[config.mk]
export PLATFORM = sky130hd
export DESIGN_NAME = sdram_precharge_monitor
export DESIGN_NICKNAME = d
export VERILOG_FILES = /design/src/rtl/sdram_precharge_monitor.sv
export SDC_FILE = /design/constraint.sdc
export NUM_CORES = 1
export LEC_CHECK = 0
export ABC_AREA = 1
export ABC_CLOCK_PERIOD_IN_PS = 2050
export BUFFER_PORTS_ARGS = -buffer_cell sky130_fd_sc_hd__buf_2
export CORE_ASPECT_RATIO = 0.75
export CORE_MARGIN = 5
export CORE_UTILIZATION = 50
export DETAILED_ROUTE_END_ITERATION = 10
export PLACE_DENSITY = 0.69
export SYNTH_ARGS = -nofsm -noshare
export SYNTH_HDL_FRONTEND = slang
export SYNTH_SLANG_ARGS = --single-unit
[constraint.sdc]
create_clock -name clk -period 2.05 [get_ports clk]
set_clock_uncertainty 0.1 [all_clocks]
set_input_delay 0.205 -clock clk [delete_from_list [all_inputs] [get_ports clk]]
set_output_delay 0.205 -clock clk [all_outputs]
set_load 0.01 [all_outputs]
[src/rtl/sdram_precharge_monitor.sv]
module sdram_precharge_monitor #(
  parameter int CAS_LAT = 2,
  parameter int T_RDL   = 2,
  parameter int T_RP    = 3
) (
  input  logic       clk,
  input  logic       rst_n,
  input  logic       cs_n,
  input  logic       ras_n,
  input  logic       cas_n,
  input  logic       we_n,
  input  logic [1:0] bank,
  input  logic       auto_pre,
  input  logic       dqm,
  input  logic       rd_strobe,
  output logic       err_pulse,
  output logic [2:0] err_code,
  output logic       err_seen,
  output logic [2:0] first_code
);
  localparam int GAPW    = $clog2(T_RDL + 1);
  localparam int RP_LOAD = T_RP + 3;
  localparam int RPW     = $clog2(RP_LOAD + 1);

  logic is_act, is_rd, is_wr, is_pre, is_col;
  assign is_act = ~cs_n & ~ras_n &  cas_n &  we_n;
  assign is_rd  = ~cs_n &  ras_n & ~cas_n &  we_n;
  assign is_wr  = ~cs_n &  ras_n & ~cas_n & ~we_n;
  assign is_pre = ~cs_n & ~ras_n &  cas_n & ~we_n;
  assign is_col = is_rd | is_wr;

  // write burst tracking
  logic [1:0] wr_left, wr_bank;
  logic       wr_cut;
  logic       wr_tail, wr_drive, wr_written;
  logic [1:0] beat_bank;
  assign wr_tail    = (wr_left != 2'd0) & ~is_col;
  assign beat_bank  = is_wr ? bank : wr_bank;
  assign wr_drive   = (is_wr | wr_tail) & ~dqm;
  assign wr_written = (is_wr | (wr_tail & ~wr_cut)) & ~dqm;

  always_ff @(posedge clk) begin
    if (!rst_n) begin
      wr_left <= '0;
      wr_bank <= '0;
      wr_cut  <= 1'b0;
    end else if (is_wr) begin
      wr_left <= 2'd3;
      wr_bank <= bank;
      wr_cut  <= 1'b0;
    end else if (is_rd) begin
      wr_left <= '0;
      wr_cut  <= 1'b0;
    end else if (wr_left != 2'd0) begin
      wr_left <= wr_left - 2'd1;
      if (is_pre && bank == wr_bank) wr_cut <= 1'b1;
    end
  end

  // last-data-in distance per bank, saturating at T_RDL
  logic [GAPW-1:0] gap_q   [4];
  logic [GAPW-1:0] cur_gap [4];
  always_comb
    for (int i = 0; i < 4; i++)
      cur_gap[i] = (wr_written && beat_bank == 2'(i)) ? '0 : gap_q[i];

  always_ff @(posedge clk)
    for (int i = 0; i < 4; i++)
      if (!rst_n) gap_q[i] <= GAPW'(T_RDL);
      else if (cur_gap[i] < GAPW'(T_RDL)) gap_q[i] <= cur_gap[i] + 1'b1;
      else gap_q[i] <= GAPW'(T_RDL);

  // read burst tracking and expected strobe
  logic [1:0] rd_left, rd_bank;
  logic       rd_col, rd_kill, rd_strobe_q;
  logic [CAS_LAT-1:0] rd_pipe;
  assign rd_kill = is_wr | (is_pre & bank == rd_bank);
  assign rd_col  = is_rd | ((rd_left != 2'd0) & ~rd_kill);

  always_ff @(posedge clk) begin
    if (!rst_n) begin
      rd_left     <= '0;
      rd_bank     <= '0;
      rd_pipe     <= '0;
      rd_strobe_q <= 1'b0;
    end else begin
      rd_pipe     <= {rd_pipe[CAS_LAT-2:0], rd_col};
      rd_strobe_q <= rd_strobe;
      if (is_rd) begin
        rd_left <= 2'd3;
        rd_bank <= bank;
      end else if (rd_kill) rd_left <= '0;
      else if (rd_left != 2'd0) rd_left <= rd_left - 2'd1;
    end
  end

  // auto precharge: column lockout and per-bank activate timer
  logic [1:0]     ap_busy;
  logic [RPW-1:0] rp_q [4];
  always_ff @(posedge clk) begin
    if (!rst_n) ap_busy <= '0;
    else if (is_col && auto_pre) ap_busy <= 2'd3;
    else if (ap_busy != 2'd0) ap_busy <= ap_busy - 2'd1;
  end

  always_ff @(posedge clk)
    for (int i = 0; i < 4; i++)
      if (!rst_n) rp_q[i] <= '0;
      else if (is_col && auto_pre && bank == 2'(i)) rp_q[i] <= RPW'(RP_LOAD);
      else if (rp_q[i] != '0) rp_q[i] <= rp_q[i] - 1'b1;

  // rule evaluation
  logic err_rdl, err_cut, err_cont, err_rdv, err_cas, err_act;
  assign err_rdl  = is_pre & (cur_gap[bank] < GAPW'(T_RDL));
  assign err_cut  = wr_tail & wr_cut & ~dqm;
  assign err_cont = wr_drive & (rd_strobe | rd_strobe_q);
  assign err_rdv  = rd_strobe ^ rd_pipe[CAS_LAT-1];
  assign err_cas  = is_col & (ap_busy != 2'd0);
  assign err_act  = is_act & (rp_q[bank] != '0);

  logic [2:0] cause;
  always_comb begin
    if (err_rdl)       cause = 3'd1;
    else if (err_cut)  cause = 3'd2;
    else if (err_cont) cause = 3'd3;
    else if (err_rdv)  cause = 3'd4;
    else if (err_cas)  cause = 3'd5;
    else if (err_act)  cause = 3'd6;
    else               cause = 3'd0;
  end

  always_ff @(posedge clk) begin
    if (!rst_n) begin
      err_pulse  <= 1'b0;
      err_code   <= '0;
      err_seen   <= 1'b0;
      first_code <= '0;
    end else begin
      err_pulse <= cause != 3'd0;
      err_code  <= cause;
      if (!err_seen && cause != 3'd0) begin
        err_seen   <= 1'b1;
        first_code <= cause;
      end
    end
  end

  a_r8_sticky_hold: assert property (@(posedge clk) disable iff (!rst_n)
    err_seen |=> err_seen && $stable(first_code));
  a_r8_first_nonzero: assert property (@(posedge clk) disable iff (!rst_n)
    err_seen |-> first_code != 3'd0);
  a_r8_pulse_latched: assert property (@(posedge clk) disable iff (!rst_n)
    err_pulse |-> err_seen);
  a_r3_cut_beat_masked: assert property (@(posedge clk) disable iff (!rst_n)
    (wr_cut && wr_tail && !dqm) |=> err_pulse && err_code <= 3'd2);
  a_r5_strobe_match: assert property (@(posedge clk) disable iff (!rst_n)
    (rd_strobe != rd_pipe[CAS_LAT-1]) |=> err_pulse);
  a_r6_cas_in_ap: assert property (@(posedge clk) disable iff (!rst_n)
    (is_col && ap_busy != 2'd0) |=> err_pulse);
  a_r7_act_early: assert property (@(posedge clk) disable iff (!rst_n)
    (is_act && rp_q[bank] != '0) |=> err_pulse);
  a_r4_contention: assert property (@(posedge clk) disable iff (!rst_n)
    (wr_drive && rd_strobe) |=> err_pulse && err_code <= 3'd3);
endmodule

==> metrics.md <==
| Metric | Value |
|---|---|
| Status | `finished clean` |
| Seq. cell area | `1040 um2` |
| Origin of the critical flop-to-flop path | `wr_left[0]$_SDFFE_PN0P_` |
| Min-delay src | `rd_strobe` |
| Vias in the first global route | `between 1,500 and 2,000` |
| CP startpoint kind | `flop` |
| Post-DP HPWL | `3270 um` |
| RSZ-0062 raised after global routing | `no` |
| Root buffer cell | `clkbuf_8` |
| Hold-fix buffers, CTS | `0` |
| Synth top area cells | `edfxtp_1 (27%), dfxtp_1 (20%), inv_1 (9.2%)` |
| Multi-input gate area | `980 um2` |
| Ys async rst share | `0%` |
| Die W | `86.8 um` |
| Nets | `326` |
| Worst vdd ir | `between 0.6 and 0.7 mV` |
| Final-report hold violation count | `0` |
| Htree depth | `2` |
| Dpl ws | `0.164 ns` |
| Area share of the largest cell type after synthesis | `27.2%` |
| WHS | `0.0457 ns` |
| Syn Inst Count | `272` |
| Yosys cell types | `32` |
| Ports | `19` |
| Setup Crit Path Kind | `flop to flop` |
| Detail Route Antenna Nets | `0` |
| Vias | `1,784` |
| Synth top cells by count | `inv_1 (54), nand2_1 (51), nor2_1 (28)` |
| Largest net degree at the start of global routing | `16` |
| Max-cap viol count | `0` |
| Core ar. | `4360 um2` |
| Leak pwr | `1.22 nW` |
| WL per Instance | `11.6 um` |
| Final setup violation count | `0` |
| N_diodes | `0` |
| Port buffer count | `18` |
| Critical path launch point | `wr_left[0]$_SDFFE_PN0P_` |
| Die height | `67.6 um` |
| First-pass GRT wire length | `7400 um` |
| CTS tree | `yes` |
| Clock latency on the worst-skew pair | `0.29 ns` |
| Class of the worst hold path | `input port to flop` |
| Iteration-0 DRC Markers | `64` |
| Total Neg Setup Slack | `0 ns` |
| Filler cell count | `420` |
| Reg2Reg Depth | `14` |
| Register area share after synthesis | `between 40% and 50%` |
| Final Cycle Share | `91.3%` |
| Register-to-register setup slack | `0.18 ns` |
| Clock Pin Slew Worst Setup and Hold Paths | `0.07 ns` |
| Arrival @ worst endpoint | `1.96 ns` |
| Number of detailed-route iterations in the first pass | `4` |
| Hold Path Cell Cnt | `3` |
| Top-count cell post-synth | `inv_1` |
| Vias per inst | `between 4 and 5` |
| TritonCTS Buffers | `5` |
| Worst Setup End Kind | `flop` |
| Syn Std Cell Area | `about 2200 um2` |
| Total die area | `5860 um2` |
| Clock Path Buffers | `2` |
| FF+latch count, synth | `42` |
| Leading area contributor after synthesis | `edfxtp_1` |
| PnR worst setup slack | `~0.18 ns` |
| RR Endpoint | `first_code[0]$_SDFFE_PN0P_` |
| CP Max Fanout | `4` |
| DRC viols | `0` |
| Cell row count | `21` |
| Post-synth top flop | `dfxtp_1` |
| Tmin final | `~1.9 ns` |
| Final Max Slew Viols | `0` |
| Post-synth EDFFs | `20` |
| Sink Count | `42` |
| Fmax | `534 MHz` |
| RePlAce Congestion | `0.819` |
| Hold endpoint | `rd_strobe_q$_SDFF_PN0_` |
| Initial core utilization | `50.7%` |
| Dpl cell area | `2410 um2` |
| Layout cells sized above 1 | `15.7%` |
| Initial antenna violation count | `0` |
| Fin area | `2500 um2` |
| Pwr dens | `1100 nW/um2` |
| Routed WL | `4200 um` |
| Area Growth Syn to Fin | `13.3%` |
| GRT Util Overall | `16.4%` |
| Synth Area per Inst | `~8.1 um2` |
| CP required | `2.14 ns` |
| Ys Warns | `0` |
| Overflow after GRT | `0` |
## power breakdown
| part | switching (mW) | internal, mW |
|---|---|---|
| clock | 0.259 | 0.255 |
| sequential | 0.114 | 1.15 |
| combinational | 0.569 | 0.398 |
| total | 0.943 | 1.80 |
## metal layers
layer,share of wire [%],global-route usage [%],routed length (um),vias up
met5,0,0,0,-
met3,6.0,4.15,252,6
met2,44,27.1,1840,38
li1,-,-,-,932
met4,1.4,6.42,57,0
met1,49,20.9,2050,808
## final cells by class
type | count | area share (%)
Clock buffer | 8 | 3.35
Timing Repair Buffer | 21 | 4.50
Inverter | 57 | 8.55
Multi-Input combinational cell | 177 | 39.1
Sequential cell | 42 | 41.6
Tap cell | 57 | 2.85
## through the flow
stage,power [mW],utilization (%),std cells
after floorplan,2.00,-,279
after global placement,2.21,55.2,354
after detailed placement,2.24,55.2,354
after CTS,2.77,57.1,362
after global routing,3.03,57.4,362
final,2.74,57.4,362
## worst max path at each step
stage                            endpoint  slack (ns)  cells after the start
2_1_floorplan  first_code[0]$_SDFFE_PN0P_        0.36                     14
3_3_place_gp   first_code[2]$_SDFFE_PN0P_        0.16                     14
3_5_place_dp   first_code[0]$_SDFFE_PN0P_        0.16                     14
4_1_cts        first_code[0]$_SDFFE_PN0P_        0.12                     14
5_1_grt        first_code[0]$_SDFFE_PN0P_        0.01                     14
6_report       first_code[0]$_SDFFE_PN0P_        0.18                     14
## registers in the layout, indices dropped and copies added (netlist names), 3 cells and up
| signal | count |
|---|---|
| rp_q | 12 |
| gap_q | 8 |
| first_code | 3 |
| err_code | 3 |
## critical path, cell delays in order (launching register included)
cell and delay [ns]:
dfxtp_2 0.34, inv_1 0.04, ha_1 0.22, inv_1 0.07
nand3b_1 0.10, nand2_1 0.09, nand2_2 0.09, nor2_4 0.13
nor2_1 0.06, nor2_1 0.13, nand2_2 0.11, nand3_2 0.10
nand2_1 0.07, nand3_1 0.07, nand2_1 0.05
## cell usage in the layout, fill, tap and decap left out, types with 6 or more instances in the layout
cell type / netlist / layout
nor2_1: 28 / 26
inv_1: 54 / 54
o22ai_1: 7 / 7
a21oi_1: 13 / 13
edfxtp_1: 20 / 20
buf_2: 0 / 18
dfxtp_1: 22 / 21
conb_1: 1 / 8
ha_1: 11 / 11
nand2_2: 6 / 6
nand3_1: 13 / 13
nand2_1: 51 / 51
## logic make-up (layout without fill, tap and decap cells)
group / count (synthesis) / after routing / synth area share [%]
xor gates and xnor gates: 4 / 4 / 1.59
buffers and inverters: 60 / 86 / 10.2
other: 1 / 8 / 0.170
AOI/OAI and AO/OA: 37 / 37 / 9.91
and+or+nand+nor: 117 / 117 / 24.8
adders and majority gates: 11 / 11 / 6.23
DFF: 42 / 42 / 47.1
## repair_timing
item / CTS / global route
gates resized for setup: 0 / 4
endpoints found under the setup margin: 0 / 3
setup buffers: 0 / 0
No activity file was read; power rests on OpenSTA's default activity.
